$ cat src/rtl/irq_entry_pkg.sv
package irq_entry_pkg;

  localparam int unsigned BYTE_W      = 8;
  localparam int unsigned PUSH_BYTES  = 4;
  localparam int unsigned VEC_BYTES   = 3;
  localparam int unsigned SEQ_CYCLES  = 19;

  typedef enum logic [3:0] {
    ST_IDLE,
    ST_INFO_A,
    ST_INFO_B,
    ST_FLAGS,
    ST_PUSH_A,
    ST_PUSH_B,
    ST_IPL,
    ST_VEC_A,
    ST_VEC_B,
    ST_DONE
  } seq_state_e;

endpackage

$ cat src/rtl/irq_entry_ctl.sv
module irq_entry_ctl
  import irq_entry_pkg::*;
(
  input  logic       clk_i,
  input  logic       rst_ni,
  input  logic       req_valid_i,
  input  logic       insn_done_i,
  input  logic       insn_intr_i,
  output seq_state_e state_o,
  output logic [1:0] idx_o,
  output logic       start_o
);

  seq_state_e state_q, state_n;
  logic [1:0] idx_q, idx_n;

  assign start_o = (state_q == ST_IDLE) && req_valid_i && (insn_done_i || insn_intr_i);

  always_comb begin
    state_n = state_q;
    idx_n   = idx_q;
    unique case (state_q)
      ST_IDLE:   if (start_o) state_n = ST_INFO_A;
      ST_INFO_A: state_n = ST_INFO_B;
      ST_INFO_B: state_n = ST_FLAGS;
      ST_FLAGS: begin
        state_n = ST_PUSH_A;
        idx_n   = '0;
      end
      ST_PUSH_A: state_n = ST_PUSH_B;
      ST_PUSH_B: begin
        if (idx_q == 2'(PUSH_BYTES - 1)) begin
          state_n = ST_IPL;
          idx_n   = '0;
        end else begin
          state_n = ST_PUSH_A;
          idx_n   = idx_q + 2'd1;
        end
      end
      ST_IPL: begin
        state_n = ST_VEC_A;
        idx_n   = '0;
      end
      ST_VEC_A: state_n = ST_VEC_B;
      ST_VEC_B: begin
        if (idx_q == 2'(VEC_BYTES - 1)) begin
          state_n = ST_DONE;
          idx_n   = '0;
        end else begin
          state_n = ST_VEC_A;
          idx_n   = idx_q + 2'd1;
        end
      end
      ST_DONE: state_n = ST_IDLE;
      default: state_n = ST_IDLE;
    endcase
  end

  always_ff @(posedge clk_i or negedge rst_ni) begin
    if (!rst_ni) begin
      state_q <= ST_IDLE;
      idx_q   <= '0;
    end else begin
      state_q <= state_n;
      idx_q   <= idx_n;
    end
  end

  assign state_o = state_q;
  assign idx_o   = idx_q;


  vec_idx_range_chk: assert property (@(posedge clk_i) disable iff (!rst_ni)
    (state_q == ST_VEC_A || state_q == ST_VEC_B) |-> idx_q < 2'(VEC_BYTES));

endmodule

$ cat src/rtl/irq_entry_stack.sv
module irq_entry_stack
  import irq_entry_pkg::*;
#(
  parameter int unsigned AW    = 20,
  parameter int unsigned SPW   = 16,
  parameter int unsigned FW    = 12,
  parameter int unsigned I_BIT = 6,
  parameter int unsigned D_BIT = 2,
  parameter int unsigned U_BIT = 7
) (
  input  logic              clk_i,
  input  logic              rst_ni,
  input  seq_state_e        state_i,
  input  logic [1:0]        idx_i,
  input  logic              keep_u_i,
  input  logic [FW-1:0]     flg_i,
  input  logic [AW-1:0]     pc_i,
  input  logic [SPW-1:0]    sp_i,
  output logic [FW-1:0]     flg_o,
  output logic              flg_we_o,
  output logic              wr_o,
  output logic [AW-1:0]     addr_o,
  output logic [BYTE_W-1:0] wdata_o
);

  localparam int unsigned IMGW = FW + AW;

  logic [FW-1:0]   flg_sv;
  logic [AW-1:0]   pc_sv;
  logic [2:0]      off;
  logic [1:0]      img_sel;
  logic [SPW-1:0]  slot;
  logic [IMGW-1:0] img;

  always_comb begin
    flg_o        = flg_i;
    flg_o[I_BIT] = 1'b0;
    flg_o[D_BIT] = 1'b0;
    if (!keep_u_i) flg_o[U_BIT] = 1'b0;
  end

  assign flg_we_o = (state_i == ST_FLAGS);
  assign wr_o     = (state_i == ST_PUSH_A);

  // snapshot taken with the pre-modification flags
  always_ff @(posedge clk_i or negedge rst_ni) begin
    if (!rst_ni) begin
      flg_sv <= '0;
      pc_sv  <= '0;
    end else if (state_i == ST_FLAGS) begin
      flg_sv <= flg_i;
      pc_sv  <= pc_i;
    end
  end

  // write order 2,1,4,3 below SP
  assign off     = {idx_i[1], ~idx_i[0]} + 3'd1;
  assign img_sel = 2'(3'd4 - off);
  assign slot    = sp_i - SPW'(off);
  assign img     = {pc_sv[AW-1:16], flg_sv, pc_sv[15:0]};

  assign addr_o  = wr_o ? {{(AW-SPW){1'b0}}, slot} : '0;
  assign wdata_o = wr_o ? img[{img_sel, 3'b000} +: BYTE_W] : '0;


  flag_clear_chk: assert property (@(posedge clk_i) disable iff (!rst_ni)
    flg_we_o |-> (!flg_o[I_BIT] && !flg_o[D_BIT]));


  push_flg_lo_chk: assert property (@(posedge clk_i) disable iff (!rst_ni)
    (wr_o && idx_i == 2'd0) |-> wdata_o == $past(flg_i[7:0]));

endmodule

$ cat src/rtl/irq_entry_vec.sv
module irq_entry_vec
  import irq_entry_pkg::*;
#(
  parameter int unsigned    AW       = 20,
  parameter int unsigned    NUMW     = 6,
  parameter logic [AW-1:0]  VEC_BASE = 20'hFFDC0
) (
  input  logic              clk_i,
  input  logic              rst_ni,
  input  seq_state_e        state_i,
  input  logic [1:0]        idx_i,
  input  logic [NUMW-1:0]   num_i,
  input  logic [BYTE_W-1:0] rdata_i,
  output logic              rd_o,
  output logic [AW-1:0]     addr_o,
  output logic [AW-1:0]     pc_o
);

  logic [AW-1:0] vaddr;
  logic [AW-1:0] pc_q;

  assign rd_o   = (state_i == ST_VEC_A);
  assign vaddr  = VEC_BASE + AW'({num_i, 2'b00}) + AW'(idx_i);
  assign addr_o = rd_o ? vaddr : '0;

  // high nibble of the third byte is dropped
  always_ff @(posedge clk_i or negedge rst_ni) begin
    if (!rst_ni) begin
      pc_q <= '0;
    end else if (state_i == ST_VEC_B) begin
      unique case (idx_i)
        2'd0:    pc_q[7:0]     <= rdata_i;
        2'd1:    pc_q[15:8]    <= rdata_i;
        default: pc_q[AW-1:16] <= rdata_i[AW-17:0];
      endcase
    end
  end

  assign pc_o = pc_q;


  vec_step_chk: assert property (@(posedge clk_i) disable iff (!rst_ni)
    (rd_o && idx_i != 2'd0) |-> addr_o == $past(addr_o, 2) + AW'(1));

endmodule

$ cat src/rtl/irq_entry_seq.sv
module irq_entry_seq
  import irq_entry_pkg::*;
#(
  parameter int unsigned   AW         = 20,
  parameter int unsigned   SPW        = 16,
  parameter int unsigned   FW         = 12,
  parameter int unsigned   NUMW       = 6,
  parameter int unsigned   LVLW       = 3,
  parameter logic [AW-1:0] VEC_BASE   = 20'hFFDC0,
  parameter int unsigned   I_BIT      = 6,
  parameter int unsigned   D_BIT      = 2,
  parameter int unsigned   U_BIT      = 7,
  parameter int unsigned   SW_KEEP_LO = 32,
  parameter int unsigned   SW_KEEP_HI = 63
) (
  input  logic              clk_i,
  input  logic              rst_ni,
  input  logic              req_valid_i,
  input  logic [NUMW-1:0]   req_num_i,
  input  logic [LVLW-1:0]   req_lvl_i,
  input  logic              req_sw_i,
  input  logic              insn_done_i,
  input  logic              insn_intr_i,
  output logic              req_clr_o,
  output logic              busy_o,
  output logic              done_o,
  output logic [AW-1:0]     mem_addr_o,
  output logic              mem_rd_o,
  output logic              mem_wr_o,
  output logic [BYTE_W-1:0] mem_wdata_o,
  input  logic [BYTE_W-1:0] mem_rdata_i,
  input  logic [FW-1:0]     flg_i,
  output logic [FW-1:0]     flg_o,
  output logic              flg_we_o,
  input  logic [AW-1:0]     pc_i,
  output logic [AW-1:0]     pc_o,
  output logic              pc_we_o,
  input  logic [SPW-1:0]    sp_i,
  output logic [SPW-1:0]    sp_o,
  output logic              sp_we_o,
  output logic [LVLW-1:0]   ipl_o,
  output logic              ipl_we_o
);

  localparam int unsigned CNTW = $clog2(SEQ_CYCLES + 1);

  seq_state_e        state;
  logic [1:0]        idx;
  logic              start;
  logic [NUMW-1:0]   num_q;
  logic [LVLW-1:0]   lvl_q;
  logic              sw_q;
  logic              keep_u;
  logic              push_wr, vec_rd, info_rd;
  logic [AW-1:0]     push_addr, vec_addr;
  logic [BYTE_W-1:0] push_wdata;
  logic [CNTW-1:0]   busy_cnt;

  irq_entry_ctl u_ctl (
    .clk_i       (clk_i),
    .rst_ni      (rst_ni),
    .req_valid_i (req_valid_i),
    .insn_done_i (insn_done_i),
    .insn_intr_i (insn_intr_i),
    .state_o     (state),
    .idx_o       (idx),
    .start_o     (start)
  );

  always_ff @(posedge clk_i or negedge rst_ni) begin
    if (!rst_ni) begin
      num_q <= '0;
      lvl_q <= '0;
      sw_q  <= 1'b0;
    end else if (start) begin
      num_q <= req_num_i;
      lvl_q <= req_lvl_i;
      sw_q  <= req_sw_i;
    end
  end

  assign keep_u = sw_q && (int'(num_q) >= int'(SW_KEEP_LO)) && (int'(num_q) <= int'(SW_KEEP_HI));

  irq_entry_stack #(
    .AW(AW), .SPW(SPW), .FW(FW), .I_BIT(I_BIT), .D_BIT(D_BIT), .U_BIT(U_BIT)
  ) u_stack (
    .clk_i    (clk_i),
    .rst_ni   (rst_ni),
    .state_i  (state),
    .idx_i    (idx),
    .keep_u_i (keep_u),
    .flg_i    (flg_i),
    .pc_i     (pc_i),
    .sp_i     (sp_i),
    .flg_o    (flg_o),
    .flg_we_o (flg_we_o),
    .wr_o     (push_wr),
    .addr_o   (push_addr),
    .wdata_o  (push_wdata)
  );

  irq_entry_vec #(
    .AW(AW), .NUMW(NUMW), .VEC_BASE(VEC_BASE)
  ) u_vec (
    .clk_i   (clk_i),
    .rst_ni  (rst_ni),
    .state_i (state),
    .idx_i   (idx),
    .num_i   (num_q),
    .rdata_i (mem_rdata_i),
    .rd_o    (vec_rd),
    .addr_o  (vec_addr),
    .pc_o    (pc_o)
  );

  assign info_rd     = (state == ST_INFO_A);
  assign req_clr_o   = info_rd;
  assign busy_o      = (state != ST_IDLE);
  assign done_o      = (state == ST_DONE);
  assign mem_rd_o    = info_rd | vec_rd;
  assign mem_wr_o    = push_wr;
  assign mem_addr_o  = push_addr | vec_addr;  // info read uses address zero
  assign mem_wdata_o = push_wdata;
  assign ipl_o       = lvl_q;
  assign ipl_we_o    = (state == ST_IPL);
  assign pc_we_o     = done_o;
  assign sp_o        = sp_i - SPW'(PUSH_BYTES);
  assign sp_we_o     = done_o;

  always_ff @(posedge clk_i or negedge rst_ni) begin
    if (!rst_ni)     busy_cnt <= '0;
    else if (busy_o) busy_cnt <= busy_cnt + 1'b1;
    else             busy_cnt <= '0;
  end


  bus_excl_chk: assert property (@(posedge clk_i) disable iff (!rst_ni)
    !(mem_rd_o && mem_wr_o));


  bus_gap_chk: assert property (@(posedge clk_i) disable iff (!rst_ni)
    (mem_rd_o || mem_wr_o) |=> !(mem_rd_o || mem_wr_o));


  info_addr_chk: assert property (@(posedge clk_i) disable iff (!rst_ni)
    req_clr_o |-> (mem_rd_o && mem_addr_o == '0));


  idle_hold_chk: assert property (@(posedge clk_i) disable iff (!rst_ni)
    (!busy_o && !(req_valid_i && (insn_done_i || insn_intr_i))) |=> !busy_o);


  busy_hold_chk: assert property (@(posedge clk_i) disable iff (!rst_ni)
    (busy_o && !done_o) |=> busy_o);


  seq_len_chk: assert property (@(posedge clk_i) disable iff (!rst_ni)
    done_o |-> busy_cnt == CNTW'(SEQ_CYCLES - 1));


  ipl_order_chk: assert property (@(posedge clk_i) disable iff (!rst_ni)
    ipl_we_o |-> $past(mem_wr_o, 2));

endmodule

$ cat config.mk
export PLATFORM = sky130hd
export DESIGN_NAME = irq_entry_seq
export DESIGN_NICKNAME = d
export VERILOG_FILES = /design/src/rtl/irq_entry_pkg.sv /design/src/rtl/irq_entry_ctl.sv /design/src/rtl/irq_entry_stack.sv /design/src/rtl/irq_entry_vec.sv /design/src/rtl/irq_entry_seq.sv
export SDC_FILE = /design/constraint.sdc
export NUM_CORES = 1
export LEC_CHECK = 0
export BUFFER_PORTS_ARGS = -buffer_cell sky130_fd_sc_hd__buf_4
export CORE_ASPECT_RATIO = 0.7
export CORE_MARGIN = 2
export CORE_UTILIZATION = 49
export CTS_CLUSTER_DIAMETER = 150
export CTS_CLUSTER_SIZE = 8
export DETAILED_ROUTE_END_ITERATION = 8
export PLACE_DENSITY_LB_ADDON = 0.1
export SLEW_MARGIN = 20
export SYNTH_ARGS = -nofsm -noshare
export SYNTH_HDL_FRONTEND = slang
export SYNTH_SLANG_ARGS = --single-unit
$ cat constraint.sdc
create_clock -name clk_i -period 4.7 [get_ports clk_i]
set_clock_uncertainty 0.05 [all_clocks]
set_input_delay 1.175 -clock clk_i [delete_from_list [all_inputs] [get_ports clk_i]]
set_output_delay 1.175 -clock clk_i [all_outputs]
set_load 0.02 [all_outputs]
==> results.ini <==
[global_routing]
antenna_found_initial=0
grt_remaining_overflow=0
grt_max_degree=69
grt_util_all_layers_pct=22.78
grt_pass1_vias=3186
grt_pass1_wl_mm=15.87

[critical_path]
critPathSlowestCell=fa_1
worstPathArrival_ps=3260
r2r_end=sw_q
endpoint_kind=output port
max_stage_delay_ps=410
critPathTopFamily=simple AND/OR/NAND/NOR gates
critPathMaxFanout=5
crit_type=input port to output port
rr_startpoint=u_ctl.state_o[0]
start_kind=input port
path_cells=buf_4 -> inv_1 -> ha_1 -> inv_1 -> fa_1 -> a211oi_2 -> nand2b_1 -> or3_1 -> xor2_1 -> o21ai_2 -> buf_4
ff2ff_setup_slack_ps=2290
crit_buf_inv=4
cp.required_ps=3470
r2r_cells=5

[cts]
cts_sinks=68
clkTransAtPathRegs_ps=60
cts-root-buf=clkbuf_16
cts_setup_buffers=0
h-tree-depth=3
worstSkewPairLatency_ps=320
cts-buffers-inserted=9
cts_buffer_depth=2
cts_tree=done

[min_path]
hp-start=u_stack.pc_sv[7]
hold_path_end=u_stack.pc_sv[7]
hold_depth=1
hold_class=register to register

[placed_design]
gp_congestion=0.8613
io_buffers=156
dp_slack_ps=114.9
hpwl_mm=7.103

[power_and_ir_drop]
p_leak_nw=2.481
irDropWorstVdd_uv=305.8
cellPowerDensity_nw_per_um2=641.8

[job]
cap_violations=0

[synth]
synth.avg_cell_area_um2=11.15
synthesis.area_um2=3925
synth_cells=352
ys_types=42
synth_seq_area_share_pct=43.35
synth_seq_cells=68
yosysWarnings=0

[route]
dr.pass1.iters=4
wl_per_cell_um=16.15
vias_per_cell=5.221
drtIter0Drc=124
remaining_drc_errors=0
drt-total-wl_mm=9.579
num_vias=3096
detail-route-antenna-nets=0

[timing]
finalHoldViolCount=0
drv_slew=0
setup_slack_ps=214.7
tns_ps=0
rsz0062_at_grt=false
max_freq_ghz=0.2230
worst_slew_pin_slew_ps=993.1
setup_viol=0
min_period_over_period_pct=95.43
maxSlewHeadroom_pct=33.55
fin_crit_ps=4485

[die]
die_w_um=111.0
std_cell_rows=27
die_h_um=78.88
num_io_pins=159
core_um2=7804
die-area_um2=8753
initial_utilization_pct=50.30

[final_layout]
drive_gt1_share_pct=51.22
diodes=0
areaGrowthSynthToFinish_pct=35.86
nets=571
nFillCells=631

[outcome]
outcome=finished, final reports clean

## power breakdown
group | total (W) | internal (W) | switching [W]
Combinational | 0.00172 | 0.000845 | 0.000877
Sequential | 0.00105 | 0.000857 | 0.000188
Clock | 0.000655 | 0.000410 | 0.000245
Total | 0.00342 | 0.00211 | 0.00131
## sequential cells by signal, summed over array words and instances (netlist names)
register,flops
num_q,6
u_ctl.state_o,4
u_ctl.idx_o,2
u_vec.pc_o,20
u_stack.pc_sv,20
u_stack.flg_sv,12
sw_q,1
ipl_o,3
## Yosys cell counts, drive strengths merged
cell | instances | area, um^2
a211oi | 2 | 15.01
or3 | 4 | 25.02
dfrtp | 68 | 1702
o21ai | 16 | 83.83
o21a | 1 | 7.510
or4 | 1 | 11.26
xor2 | 9 | 78.83
mux4 | 8 | 180.2
nor3b | 1 | 7.510
a21oi | 3 | 15.01
inv | 13 | 48.80
fa | 1 | 20.02
a211o | 1 | 8.760
a221o | 1 | 10.01
ha | 12 | 150.1
nand3 | 4 | 20.02
o31ai | 1 | 7.510
clkbuf | 14 | 52.55
o41ai | 1 | 8.760
o211ai | 1 | 7.510
a22oi | 1 | 7.510
nand2b | 8 | 50.05
xnor2 | 17 | 148.9
nor2 | 19 | 71.32
nor4 | 4 | 37.53
buf | 25 | 190.2
nor2b | 1 | 6.260
mux2 | 61 | 686.9
nand2 | 22 | 82.58
a21boi | 1 | 7.510
and3 | 8 | 50.05
a31oi | 1 | 6.260
nor3 | 13 | 65.06
o22ai | 7 | 43.79
nand3b | 1 | 7.510
conb | 1 | 3.750
## stage by stage
stage	power [W]	util [%]	std cells	area [um^2]	hold slack, ps
floorplan	0.002124	-	353	3929	425.2
detailed placement	0.002770	64.50	577	5034	443.0
global route	0.003652	68.33	593	5333	470.4
global placement	0.002723	64.50	577	5034	435.0
CTS	0.003444	68.27	593	5328	455.9
finish	0.003423	68.33	593	5333	451.6
## worst max-delay path by stage
| stage | start | end | slack [ps] | cells after the start |
|---|---|---|---|---|
| 5_1_grt | sp_i[0] | mem_addr_o[14] | 90 | 11 |
| 3_3_place_gp | sp_i[0] | mem_addr_o[14] | 200 | 11 |
| 4_1_cts | sp_i[0] | mem_addr_o[14] | 110 | 11 |
| 6_report | sp_i[0] | mem_addr_o[14] | 210 | 11 |
| 3_5_place_dp | sp_i[0] | mem_addr_o[14] | 110 | 11 |
| 2_1_floorplan | u_ctl.idx_o[0] | mem_addr_o[8] | 300 | 9 |
## placed cells by master (no fill, tap or decap), drive strengths merged, types with 9 or more instances in the layout
| cell type | n |
|---|---|
| buf | 162 |
| dfrtp | 68 |
| mux2 | 61 |
| nand2 | 22 |
| nor2 | 19 |
| xnor2 | 17 |
| o21ai | 16 |
| inv | 13 |
| nor3 | 13 |
| ha | 12 |
| clkbuf | 10 |
| xor2 | 9 |
## area by class of cell
class | count | area (um^2) | share of cell area (%)
flip-flops and latches | 68 | 1702 | 31.91
multi-input cells | 233 | 1946 | 36.49
clock inverters | 6 | 65.06 | 1.220
inverters | 13 | 48.80 | 0.9151
repair buffers | 162 | 1216 | 22.81
well taps | 101 | 126.4 | 2.370
clock buffers | 10 | 229.0 | 4.294
## routing by layer
| layer | track usage [%] | vias to the layer above | wire, um |
|---|---|---|---|
| met5 | 0 | - | 0 |
| met4 | 6.875 | 0 | 80 |
| met3 | 8.321 | 9 | 877 |
| met2 | 36.07 | 117 | 4370 |
| met1 | 29.61 | 1483 | 4251 |
| li1 | - | 1487 | - |
## what timing repair did
action	4_1_cts	5_1_grt
endpoints found under the setup margin	0	3
gates resized for setup	0	1
hold buffers	0	0
## cells by family after synthesis
family / count (synthesis) / share of synthesized area, %
xor+xnor: 26 / 5.802
mux: 69 / 22.09
compound gates: 37 / 5.834
buf+inv: 52 / 7.427
simple gates: 86 / 11.06
fa+ha+maj: 13 / 4.335
other cells: 1 / 0.09554
flops: 68 / 43.35
Power figures use the tool's default switching activity.
